--- config.mk ---
export PLATFORM = sky130hd
export DESIGN_NAME = panel_pm_ctrl
export DESIGN_NICKNAME = d
export VERILOG_FILES = /design/src/rtl/panel_pm_pkg.sv /design/src/rtl/pm_sat_counter.sv /design/src/rtl/pm_datapath.sv /design/src/rtl/pm_control.sv /design/src/rtl/panel_pm_ctrl.sv
export SDC_FILE = /design/constraint.sdc
export NUM_CORES = 1
export LEC_CHECK = 0
export BUFFER_PORTS_ARGS = -buffer_cell sky130_fd_sc_hd__buf_2
export CORE_MARGIN = 2
export CORE_UTILIZATION = 35
export DETAILED_ROUTE_END_ITERATION = 8
export SETUP_SLACK_MARGIN = 0.05
export SKIP_LAST_GASP = 1
export SLEW_MARGIN = 20
export SYNTH_ARGS = -nofsm -noshare
export SYNTH_HDL_FRONTEND = slang
export SYNTH_SLANG_ARGS = --single-unit
--- constraint.sdc ---
create_clock -name clk -period 2.29 [get_ports clk]
set_input_delay 0.229 -clock clk [delete_from_list [all_inputs] [get_ports clk]]
set_output_delay 0.229 -clock clk [all_outputs]
set_load 0.02 [all_outputs]
--- src/rtl/panel_pm_pkg.sv ---
package panel_pm_pkg;

  localparam logic [1:0] ADDR_TIMERS  = 2'd0;
  localparam logic [1:0] ADDR_RESTART = 2'd1;
  localparam logic [1:0] ADDR_DEBNC   = 2'd2;
  localparam logic [1:0] ADDR_FORCE   = 2'd3;

  typedef struct packed {
    logic [3:0] standbyMin;
    logic [3:0] backlightMin;
    logic       hostStby;
    logic       extStby;
    logic       hostBl;
    logic       extBl;
    logic [3:0] suspSec;
    logic       forceStandby;
    logic       forceSuspend;
    logic       pwrOvrEn;
    logic       pwrOvrVal;
    logic       blOvrEn;
    logic       blOvrVal;
  } pmCfg_t;

  typedef struct packed {
    logic restartStandby;
    logic restartBacklight;
    logic clearSuspend;
  } pmStrobe_t;

endpackage

--- src/rtl/pm_sat_counter.sv ---
module pm_sat_counter #(
  parameter int W = 4
) (
  input  logic         clk,
  input  logic         rstN,
  input  logic         clear,
  input  logic         step,
  input  logic [W-1:0] limit,
  output logic         reached
);

  logic [W-1:0] count;

  always_ff @(posedge clk) begin
    if (!rstN || clear) begin
      count <= '0;
    end else if (step && (count < limit)) begin
      count <= count + W'(1);
    end
  end

  assign reached = (count >= limit);

endmodule

--- src/rtl/pm_datapath.sv ---
module pm_datapath
  import panel_pm_pkg::*;
#(
  parameter int TICKS_PER_SEC = 32768,
  parameter int SECS_PER_MIN  = 60,
  parameter int TIMER_W       = 4
) (
  input  logic               clk,
  input  logic               rstN,
  input  logic               baseTick,
  input  pmStrobe_t          strobe,
  input  logic [TIMER_W-1:0] standbyLimit,
  input  logic [TIMER_W-1:0] backlightLimit,
  input  logic [TIMER_W-1:0] suspendLimit,
  output logic               standbyExpired,
  output logic               backlightExpired,
  output logic               suspendQualified
);

  localparam int SEC_W = (TICKS_PER_SEC > 1) ? $clog2(TICKS_PER_SEC) : 1;
  localparam int MIN_W = (SECS_PER_MIN > 1) ? $clog2(SECS_PER_MIN) : 1;
  localparam logic [SEC_W-1:0] SEC_LAST = SEC_W'(TICKS_PER_SEC - 1);
  localparam logic [MIN_W-1:0] MIN_LAST = MIN_W'(SECS_PER_MIN - 1);

  logic [SEC_W-1:0] secPre;
  logic [MIN_W-1:0] minPre;
  logic             secTick;
  logic             minTick;
  logic             stbyHit;
  logic             blHit;

  assign secTick = baseTick && (secPre == SEC_LAST);
  assign minTick = secTick && (minPre == MIN_LAST);

  always_ff @(posedge clk) begin
    if (!rstN) begin
      secPre <= '0;
      minPre <= '0;
    end else begin
      if (baseTick) begin
        secPre <= secTick ? '0 : secPre + SEC_W'(1);
      end
      if (secTick) begin
        minPre <= minTick ? '0 : minPre + MIN_W'(1);
      end
    end
  end

  pm_sat_counter #(.W(TIMER_W)) stbyTimer (
    .clk     (clk),
    .rstN    (rstN),
    .clear   (strobe.restartStandby),
    .step    (minTick),
    .limit   (standbyLimit),
    .reached (stbyHit)
  );

  pm_sat_counter #(.W(TIMER_W)) blTimer (
    .clk     (clk),
    .rstN    (rstN),
    .clear   (strobe.restartBacklight),
    .step    (minTick),
    .limit   (backlightLimit),
    .reached (blHit)
  );

  pm_sat_counter #(.W(TIMER_W)) suspTimer (
    .clk     (clk),
    .rstN    (rstN),
    .clear   (strobe.clearSuspend),
    .step    (secTick),
    .limit   (suspendLimit),
    .reached (suspendQualified)
  );

  assign standbyExpired   = stbyHit && (standbyLimit != '0);
  assign backlightExpired = blHit && (backlightLimit != '0);

endmodule

--- src/rtl/pm_control.sv ---
module pm_control
  import panel_pm_pkg::*;
(
  input  logic       clk,
  input  logic       rstN,
  input  logic       cfgWrEn,
  input  logic [1:0] cfgAddr,
  input  logic [7:0] cfgWrData,
  input  logic       hostAccess,
  input  logic       extActivity,
  input  logic       suspendReq,
  input  logic       standbyExpired,
  input  logic       backlightExpired,
  input  logic       suspendQualified,
  output pmCfg_t     cfg,
  output pmStrobe_t  strobe,
  output logic       standbyMode,
  output logic       suspendMode,
  output logic       panelPowerEn,
  output logic       backlightEn
);

  logic reqSync;
  logic stbyActivity;
  logic blActivity;

  always_ff @(posedge clk) begin
    if (!rstN) begin
      cfg     <= '0;
      reqSync <= 1'b0;
    end else begin
      reqSync <= suspendReq;
      if (cfgWrEn) begin
        unique case (cfgAddr)
          ADDR_TIMERS: begin
            cfg.standbyMin   <= cfgWrData[3:0];
            cfg.backlightMin <= cfgWrData[7:4];
          end
          ADDR_RESTART: begin
            cfg.hostStby <= cfgWrData[0];
            cfg.extStby  <= cfgWrData[1];
            cfg.hostBl   <= cfgWrData[2];
            cfg.extBl    <= cfgWrData[3];
          end
          ADDR_DEBNC: begin
            cfg.suspSec <= cfgWrData[3:0];
          end
          ADDR_FORCE: begin
            cfg.forceStandby <= cfgWrData[0];
            cfg.forceSuspend <= cfgWrData[1];
            cfg.pwrOvrEn     <= cfgWrData[2];
            cfg.pwrOvrVal    <= cfgWrData[3];
            cfg.blOvrEn      <= cfgWrData[4];
            cfg.blOvrVal     <= cfgWrData[5];
          end
          default: ;
        endcase
      end
    end
  end

  assign suspendMode = cfg.forceSuspend || (reqSync && suspendQualified);
  assign standbyMode = cfg.forceStandby || standbyExpired;

  assign stbyActivity = (hostAccess && cfg.hostStby) || (extActivity && cfg.extStby);
  assign blActivity   = (hostAccess && cfg.hostBl) || (extActivity && cfg.extBl);

  always_comb begin
    strobe                  = '0;
    strobe.restartStandby   = stbyActivity && !suspendMode;
    strobe.restartBacklight = blActivity;
    strobe.clearSuspend     = !reqSync;
  end

  assign panelPowerEn = cfg.pwrOvrEn ? cfg.pwrOvrVal : !suspendMode;
  assign backlightEn  = cfg.blOvrEn ? cfg.blOvrVal
                      : !(suspendMode || standbyMode || backlightExpired);

endmodule

--- src/rtl/panel_pm_ctrl.sv ---
module panel_pm_ctrl
  import panel_pm_pkg::*;
#(
  parameter int TICKS_PER_SEC = 32768,
  parameter int SECS_PER_MIN  = 60
) (
  input  logic       clk,
  input  logic       rstN,
  input  logic       baseTick,
  input  logic       cfgWrEn,
  input  logic [1:0] cfgAddr,
  input  logic [7:0] cfgWrData,
  input  logic       hostAccess,
  input  logic       extActivity,
  input  logic       suspendReq,
  output logic       standbyMode,
  output logic       suspendMode,
  output logic       panelPowerEn,
  output logic       backlightEn
);

  pmCfg_t    cfg;
  pmStrobe_t strobe;
  logic      standbyExpired;
  logic      backlightExpired;
  logic      suspendQualified;

  pm_control ctrl (
    .clk              (clk),
    .rstN             (rstN),
    .cfgWrEn          (cfgWrEn),
    .cfgAddr          (cfgAddr),
    .cfgWrData        (cfgWrData),
    .hostAccess       (hostAccess),
    .extActivity      (extActivity),
    .suspendReq       (suspendReq),
    .standbyExpired   (standbyExpired),
    .backlightExpired (backlightExpired),
    .suspendQualified (suspendQualified),
    .cfg              (cfg),
    .strobe           (strobe),
    .standbyMode      (standbyMode),
    .suspendMode      (suspendMode),
    .panelPowerEn     (panelPowerEn),
    .backlightEn      (backlightEn)
  );

  pm_datapath #(
    .TICKS_PER_SEC (TICKS_PER_SEC),
    .SECS_PER_MIN  (SECS_PER_MIN),
    .TIMER_W       (4)
  ) dpath (
    .clk              (clk),
    .rstN             (rstN),
    .baseTick         (baseTick),
    .strobe           (strobe),
    .standbyLimit     (cfg.standbyMin),
    .backlightLimit   (cfg.backlightMin),
    .suspendLimit     (cfg.suspSec),
    .standbyExpired   (standbyExpired),
    .backlightExpired (backlightExpired),
    .suspendQualified (suspendQualified)
  );

endmodule

# After elaboration in Yosys (flattened, before gate mapping)
# Index checks and enable logic that the tools add are counted.
dict set report word_totals {
  out_inout_bits 4
  mem_bits_rw 0
  romBits 0
  regBits 56
  latch_bits 0
  wordCells 72
  n_memories 0
  in_bits 17
}
dict set report classes {
  add_sub_neg 5
  multipliers 0
  n_reduce_logical 33
  n_lt_le_gt_ge 6
  eq_ne 5
  mux 4
  n_bitwise 0
  n_div 0
  shift 0
}
# operator count
set ops {}
lappend ops {{$add A15 B1 Y15 const B} 1}
lappend ops {{$eq A15 B15 Y1 const B} 1}
lappend ops {{$mux W15} 1}
lappend ops {{$logic_and A1 B1 Y1} 13}
lappend ops {{$add A4 B1 Y4 const B} 3}
lappend ops {{$ge A4 B4 Y1} 3}
lappend ops {{$lt A4 B4 Y1} 3}
lappend ops {{$logic_or A1 B1 Y1} 9}
lappend ops {{$reduce_and A2 Y1} 4}
lappend ops {{$reduce_bool A4 Y1} 2}
lappend ops {{$add A6 B1 Y6 const B} 1}
lappend ops {{$eq A6 B6 Y1 const B} 1}
lappend ops {{$mux W6} 1}
lappend ops {{$eq A2 B2 Y1 const B} 2}
lappend ops {{$logic_not A1 Y1} 4}
lappend ops {{$eq A2 B1 Y1 const B} 1}
lappend ops {{$logic_not A2 Y1} 1}
lappend ops {{$mux W1} 2}

# Logic depth before layout (Yosys ltp)
dict set report logic_depth {
  depth_word 7
  mapped_depth 8
  ltp_nobuf 7
}

# Hierarchy
# A second synthesis with hierarchy kept.
dict set report unflattened {
  hier_cells 333
  hier_area_um2 2907.8
}
# module cells_per_inst instances seq_area_each_um2 area_each_um2
set by_module_without_submodules {}
lappend by_module_without_submodules {pm_datapath 121 1 420.4 1013.5}
lappend by_module_without_submodules {pm_sat_counter 39 3 80.1 322.8}
lappend by_module_without_submodules {pm_control 95 1 460.4 925.9}

# Worst setup path after synthesis
# OpenSTA, ideal clock, no wires.
dict set report synth_path {
  kind {flip-flop to output port}
  start {reg, netlist name ctrl.cfg[19]}
  end {out backlightEn}
  path_slack_ps -158
  arrival_ps 2219
  required_ps 2061
  path_buffers 0
  path_stages_with_launch 8
  cell_sequence {dfxtp_1 > inv_1 > ha_1 > nor2b_1 > o211ai_1 > a31oi_1 > or2_2 > o41ai_1}
}
dict set report synth_between {
  elab_chain_cells 7
  word_cells_on_any_way 8
  classes_between {order compare (1); mux (1); reduce/logical (6)}
}
# element line_no
set synth_rtl {}
lappend synth_rtl {{$ge A4 B4 Y1 or $reduce_bool A4 Y1 (tied branches)} {pm_sat_counter.sv:22, pm_datapath.sv:76}}
lappend synth_rtl {{$logic_and A1 B1 Y1 *} pm_datapath.sv:76} ;# assign standbyExpired = stbyHit && (standbyLimit != '0);
lappend synth_rtl {{$logic_or A1 B1 Y1 *} pm_control.sv:63} ;# assign standbyMode = cfg.forceStandby || standbyExpired;
lappend synth_rtl {{via standbyMode} panel_pm_ctrl.sv:16} ;# output logic standbyMode,
lappend synth_rtl {{$logic_or A1 B1 Y1 * (2 in series)} pm_control.sv:77} ;# : !(suspendMode || standbyMode || backlightExpired);
lappend synth_rtl {{$logic_not A1 Y1 *} pm_control.sv:77}
lappend synth_rtl {{$mux W1 *} pm_control.sv:76} ;# assign backlightEn = cfg.blOvrEn ? cfg.blOvrVal
lappend synth_rtl {{to (decl)} panel_pm_ctrl.sv:19} ;# output logic backlightEn
# The timed path passes the listed nets; every way through them passes the cells marked *.

# Worst setup path after layout
dict set report layout_path {
  start {reg dpath.stbyTimer.count[1]}
  end {out backlightEn}
}
dict set report layout_between {
  elab_chain_cells 7
}
# element line_no
set layout_rtl {}
lappend layout_rtl {{from (decl)} pm_sat_counter.sv:12} ;# logic [W-1:0] count;
lappend layout_rtl {{from (signal assigned)} pm_sat_counter.sv:18} ;# count <= count + W'(1);
lappend layout_rtl {{$ge A4 B4 Y1} pm_sat_counter.sv:22} ;# assign reached = (count >= limit);
lappend layout_rtl {{$logic_and A1 B1 Y1} pm_datapath.sv:76}
lappend layout_rtl {{$logic_or A1 B1 Y1} pm_control.sv:63}
lappend layout_rtl {{$logic_or A1 B1 Y1 (2 in series)} pm_control.sv:77}
lappend layout_rtl {{$logic_not A1 Y1} pm_control.sv:77}
lappend layout_rtl {{$mux W1} pm_control.sv:76}
# Every way passes these cells.

==> impl_metrics.json <==
{
  "final.period_utilization": 1.002,
  "synth.most_common_cell": "dfxtp_1",
  "antenna_found_initial": 0,
  "cp.arrival_ns": 2.07,
  "synthCells": 301,
  "synthTopCellsByCount": "56 x dfxtp_1, 33 x nor2_1, 26 x nor2b_1",
  "hp-class": "in -> reg",
  "synth_area_per_cell_um2": 9.116,
  "syn_to_final_growth_pct": 14.36,
  "yosys.cell_types.count": 37,
  "netSwitchingFraction": 0.2338,
  "met2_usage": 0.2202,
  "die-area_mm2": 0.008564,
  "internal_power_mw": 1.311,
  "drtAntennaViolNets": 0,
  "place_ws_ns": 0.1274,
  "initial_core_util": 0.3588,
  "whs_ns": 0.1352,
  "wl_per_cell_um": 12.00,
  "cts_tree": "done",
  "dp.cells": 421,
  "io_buffers": 20,
  "globalplace.congestion": 0.7492,
  "timing.final.crit_period_ns": 2.294,
  "nets": 363,
  "place_hpwl_um": 3853,
  "tightest_slew_ns": 0.5255,
  "gr-usage-all-layers": 0.1300,
  "detail_route.vias_per_cell": 4.796,
  "final_cell_count_no_fill": 432,
  "setup_viol": 1,
  "rows": 32,
  "cts_made_buffers": 5,
  "ys.flop_type": "dfxtp_1",
  "cp-start-kind": "flop",
  "p_comb_frac": 0.096,
  "synth_nets": 335,
  "worstHoldEndpoint": "ctrl.reqSync",
  "grt-busiest-layer": "met2",
  "placed_area_mm2": 0.002990,
  "yosysSeqAreaShare": 0.4086,
  "fin_ws_ns": -0.004291,
  "n_fill_cell": 763,
  "drive_gt1_frac": 0.1576,
  "critPathKind": "reg -> out",
  "finClkSkew_ns": 0.005344,
  "drt_pass1_iterations": 4,
  "syn-cell-area_mm2": 0.002744,
  "worst-path-max-fanout": 4,
  "end_kind": "output port",
  "rsz0062_at_grt": "true",
  "grt_max_degree": 21,
  "cts_sinks": 56,
  "synth_seq_cells": 56,
  "reg2reg_depth": 6,
  "htreeDepth": 2,
  "async_flop_share": 0,
  "reg2reg_to": "dpath.suspTimer.count[2]",
  "clk_path_buf_depth": 2,
  "synth_warnings": 0,
  "coreArea_mm2": 0.007647,
  "worstPathRequired_ns": 2.06,
  "synth_edf_count": 0,
  "die_y_um": 92.54,
  "outcome": "finished with violations",
  "final_area_mm2": 0.003138,
  "reg2reg_slack_ns": 0.21,
  "leakage_nw": 1.300,
  "yosysTopAreaCellShare": 0.4086,
  "cap_viol_max_count": 0,
  "min_from": "suspendReq",
  "hold_viol": 0,
  "p_clk_frac": 0.319,
  "ioPinCount": 21,
  "cts.clk_slew.worst_paths_ns": 0.09,
  "gr-usage-met3": 0.02766,
  "totalWireLength_um": 5186,
  "slew_violations": 0,
  "max-slew-margin-rel": 0.6459,
  "seq_power_share": 0.585,
  "grt_pass1_wl_um": 9025,
  "power_switching_mw": 0.4002,
  "worstSkewPairLatency_ns": 0.30,
  "peakVddDrop_mv": 0.3195,
  "r2r-start": "dpath.secPre[0]",
  "violations": "negative setup slack",
  "grt_overflow": 0,
  "num_vias": 2072,
  "use_met1": 0.1680,
  "diodes": 0,
  "die_width_um": 92.54,
  "grt_pass1_vias": 1993,
  "p_per_area_mw_per_mm2": 545.4,
  "synth_area_leaders": "dfxtp_1 41%, ha_1 7.8%, mux2i_1 7.7%",
  "synth.largest_area_cell": "dfxtp_1",
  "clockRootBuffer": "clkbuf_8",
  "drc": 0,
  "drt_iter0_drc": 48,
  "max_freq_mhz": 435.9,
  "min_delay_path_depth": 2
}
## layout make-up
class	count	area, µm²	area share
clock inverters	1	7.507	0.002392
well taps	102	127.6	0.04067
inverters	17	63.81	0.02033
multi-input cells	222	1570	0.5004
flip-flops and latches	56	1127	0.3592
clock buffers	7	86.33	0.02751
repair buffers	27	155.1	0.04944
## sequential cells by signal, summed over array words and instances (netlist names)
signal	count
dpath.suspTimer.count	4
dpath.stbyTimer.count	4
dpath.minPre	6
ctrl.reqSync	1
dpath.secPre	15
ctrl.cfg	22
dpath.blTimer.count	4
## routing by layer
| metal | vias to the layer above | part of all wire |
|---|---|---|
| li1 | 1093 | - |
| met1 | 951 | 0.49 |
| met4 | 0 | 0.010 |
| met3 | 5 | 0.030 |
| met2 | 23 | 0.47 |
| met5 | - | 0 |
## critical path, cell delays in order, from the launching register on
cell and delay (ns):
dfxtp_4 0.38, ha_4 0.24, nor2b_1 0.13, o211ai_1 0.22
a31oi_1 0.13, or2_4 0.27, o41ai_2 0.22, buf_4 0.20
## per-stage QoR
stage | setup TNS, ns | power [mW] | util
6_report | -0.004291 | 1.711 | 0.4103
5_1_grt | -0.1231 | 1.813 | 0.4103
4_1_cts | 0 | 1.748 | 0.4098
3_5_place_dp | 0 | 1.178 | 0.3910
3_3_place_gp | 0 | 1.175 | 0.3910
2_1_floorplan | 0 | 1.122 | -
## cell families after synthesis
kind of cell / Yosys count / share of synthesized area
muxes: 21 / 0.07661
adders and majority gates: 17 / 0.07752
xor gates and xnor gates: 18 / 0.05746
DFF: 56 / 0.4086
buffers and inverters: 23 / 0.03192
and+or+nand+nor: 128 / 0.2640
AOI/OAI and AO/OA: 38 / 0.08390
## cells in the final DEF, fill, tap and decap left out, drive strengths merged, types with 2 or more instances in the layout
| cell type | count |
|---|---|
| or3 | 4 |
| nor2b | 26 |
| nor2 | 33 |
| nand4 | 14 |
| mux2i | 21 |
| a31oi | 2 |
| nand3b | 3 |
| nand2b | 3 |
| a21oi | 15 |
| nand3 | 9 |
| nor4 | 5 |
| inv | 17 |
| and3 | 4 |
| o211ai | 4 |
| a21boi | 4 |
| a22oi | 2 |
| nand2 | 17 |
| or2 | 2 |
| nor3 | 2 |
| dfxtp | 56 |
| and2 | 4 |
| clkbuf | 7 |
| xor2 | 7 |
| o21ai | 7 |
| ha | 17 |
| buf | 27 |
| xnor2 | 11 |
## power by group through the flow
| stage | clock network, mW | logic, mW | registers (mW) |
|---|---|---|---|
| after floorplan | 0 | 0.100 | 1.02 |
| after global placement | 0 | 0.151 | 1.02 |
| after detailed placement | 0 | 0.153 | 1.02 |
| after CTS | 0.581 | 0.165 | 1.00 |
| after global routing | 0.627 | 0.181 | 1.00 |
| final | 0.546 | 0.164 | 1.00 |
## what timing repair did
| item | 4_1_cts | 5_1_grt |
|---|---|---|
| buffers inserted | 3 | 0 |
| pin swaps | 6 | 0 |
| resized for setup | 9 | 2 |
| setup endpoints to repair | 3 | 1 |
| hold endpoints to repair | 0 | 0 |
| hold buffers | 0 | 0 |
## how the worst max path moves through the flow
stage                        startpoint           to  slack (ns)
2_1_floorplan              ctrl.cfg[19]  backlightEn        0.10
3_3_place_gp               ctrl.cfg[19]  backlightEn        0.16
3_5_place_dp               ctrl.cfg[19]  backlightEn        0.13
4_1_cts        dpath.stbyTimer.count[1]  backlightEn       0.006
5_1_grt                     ctrl.cfg[9]  backlightEn       -0.12
6_report       dpath.stbyTimer.count[1]  backlightEn      -0.004
Power figures use the tool's default switching activity.
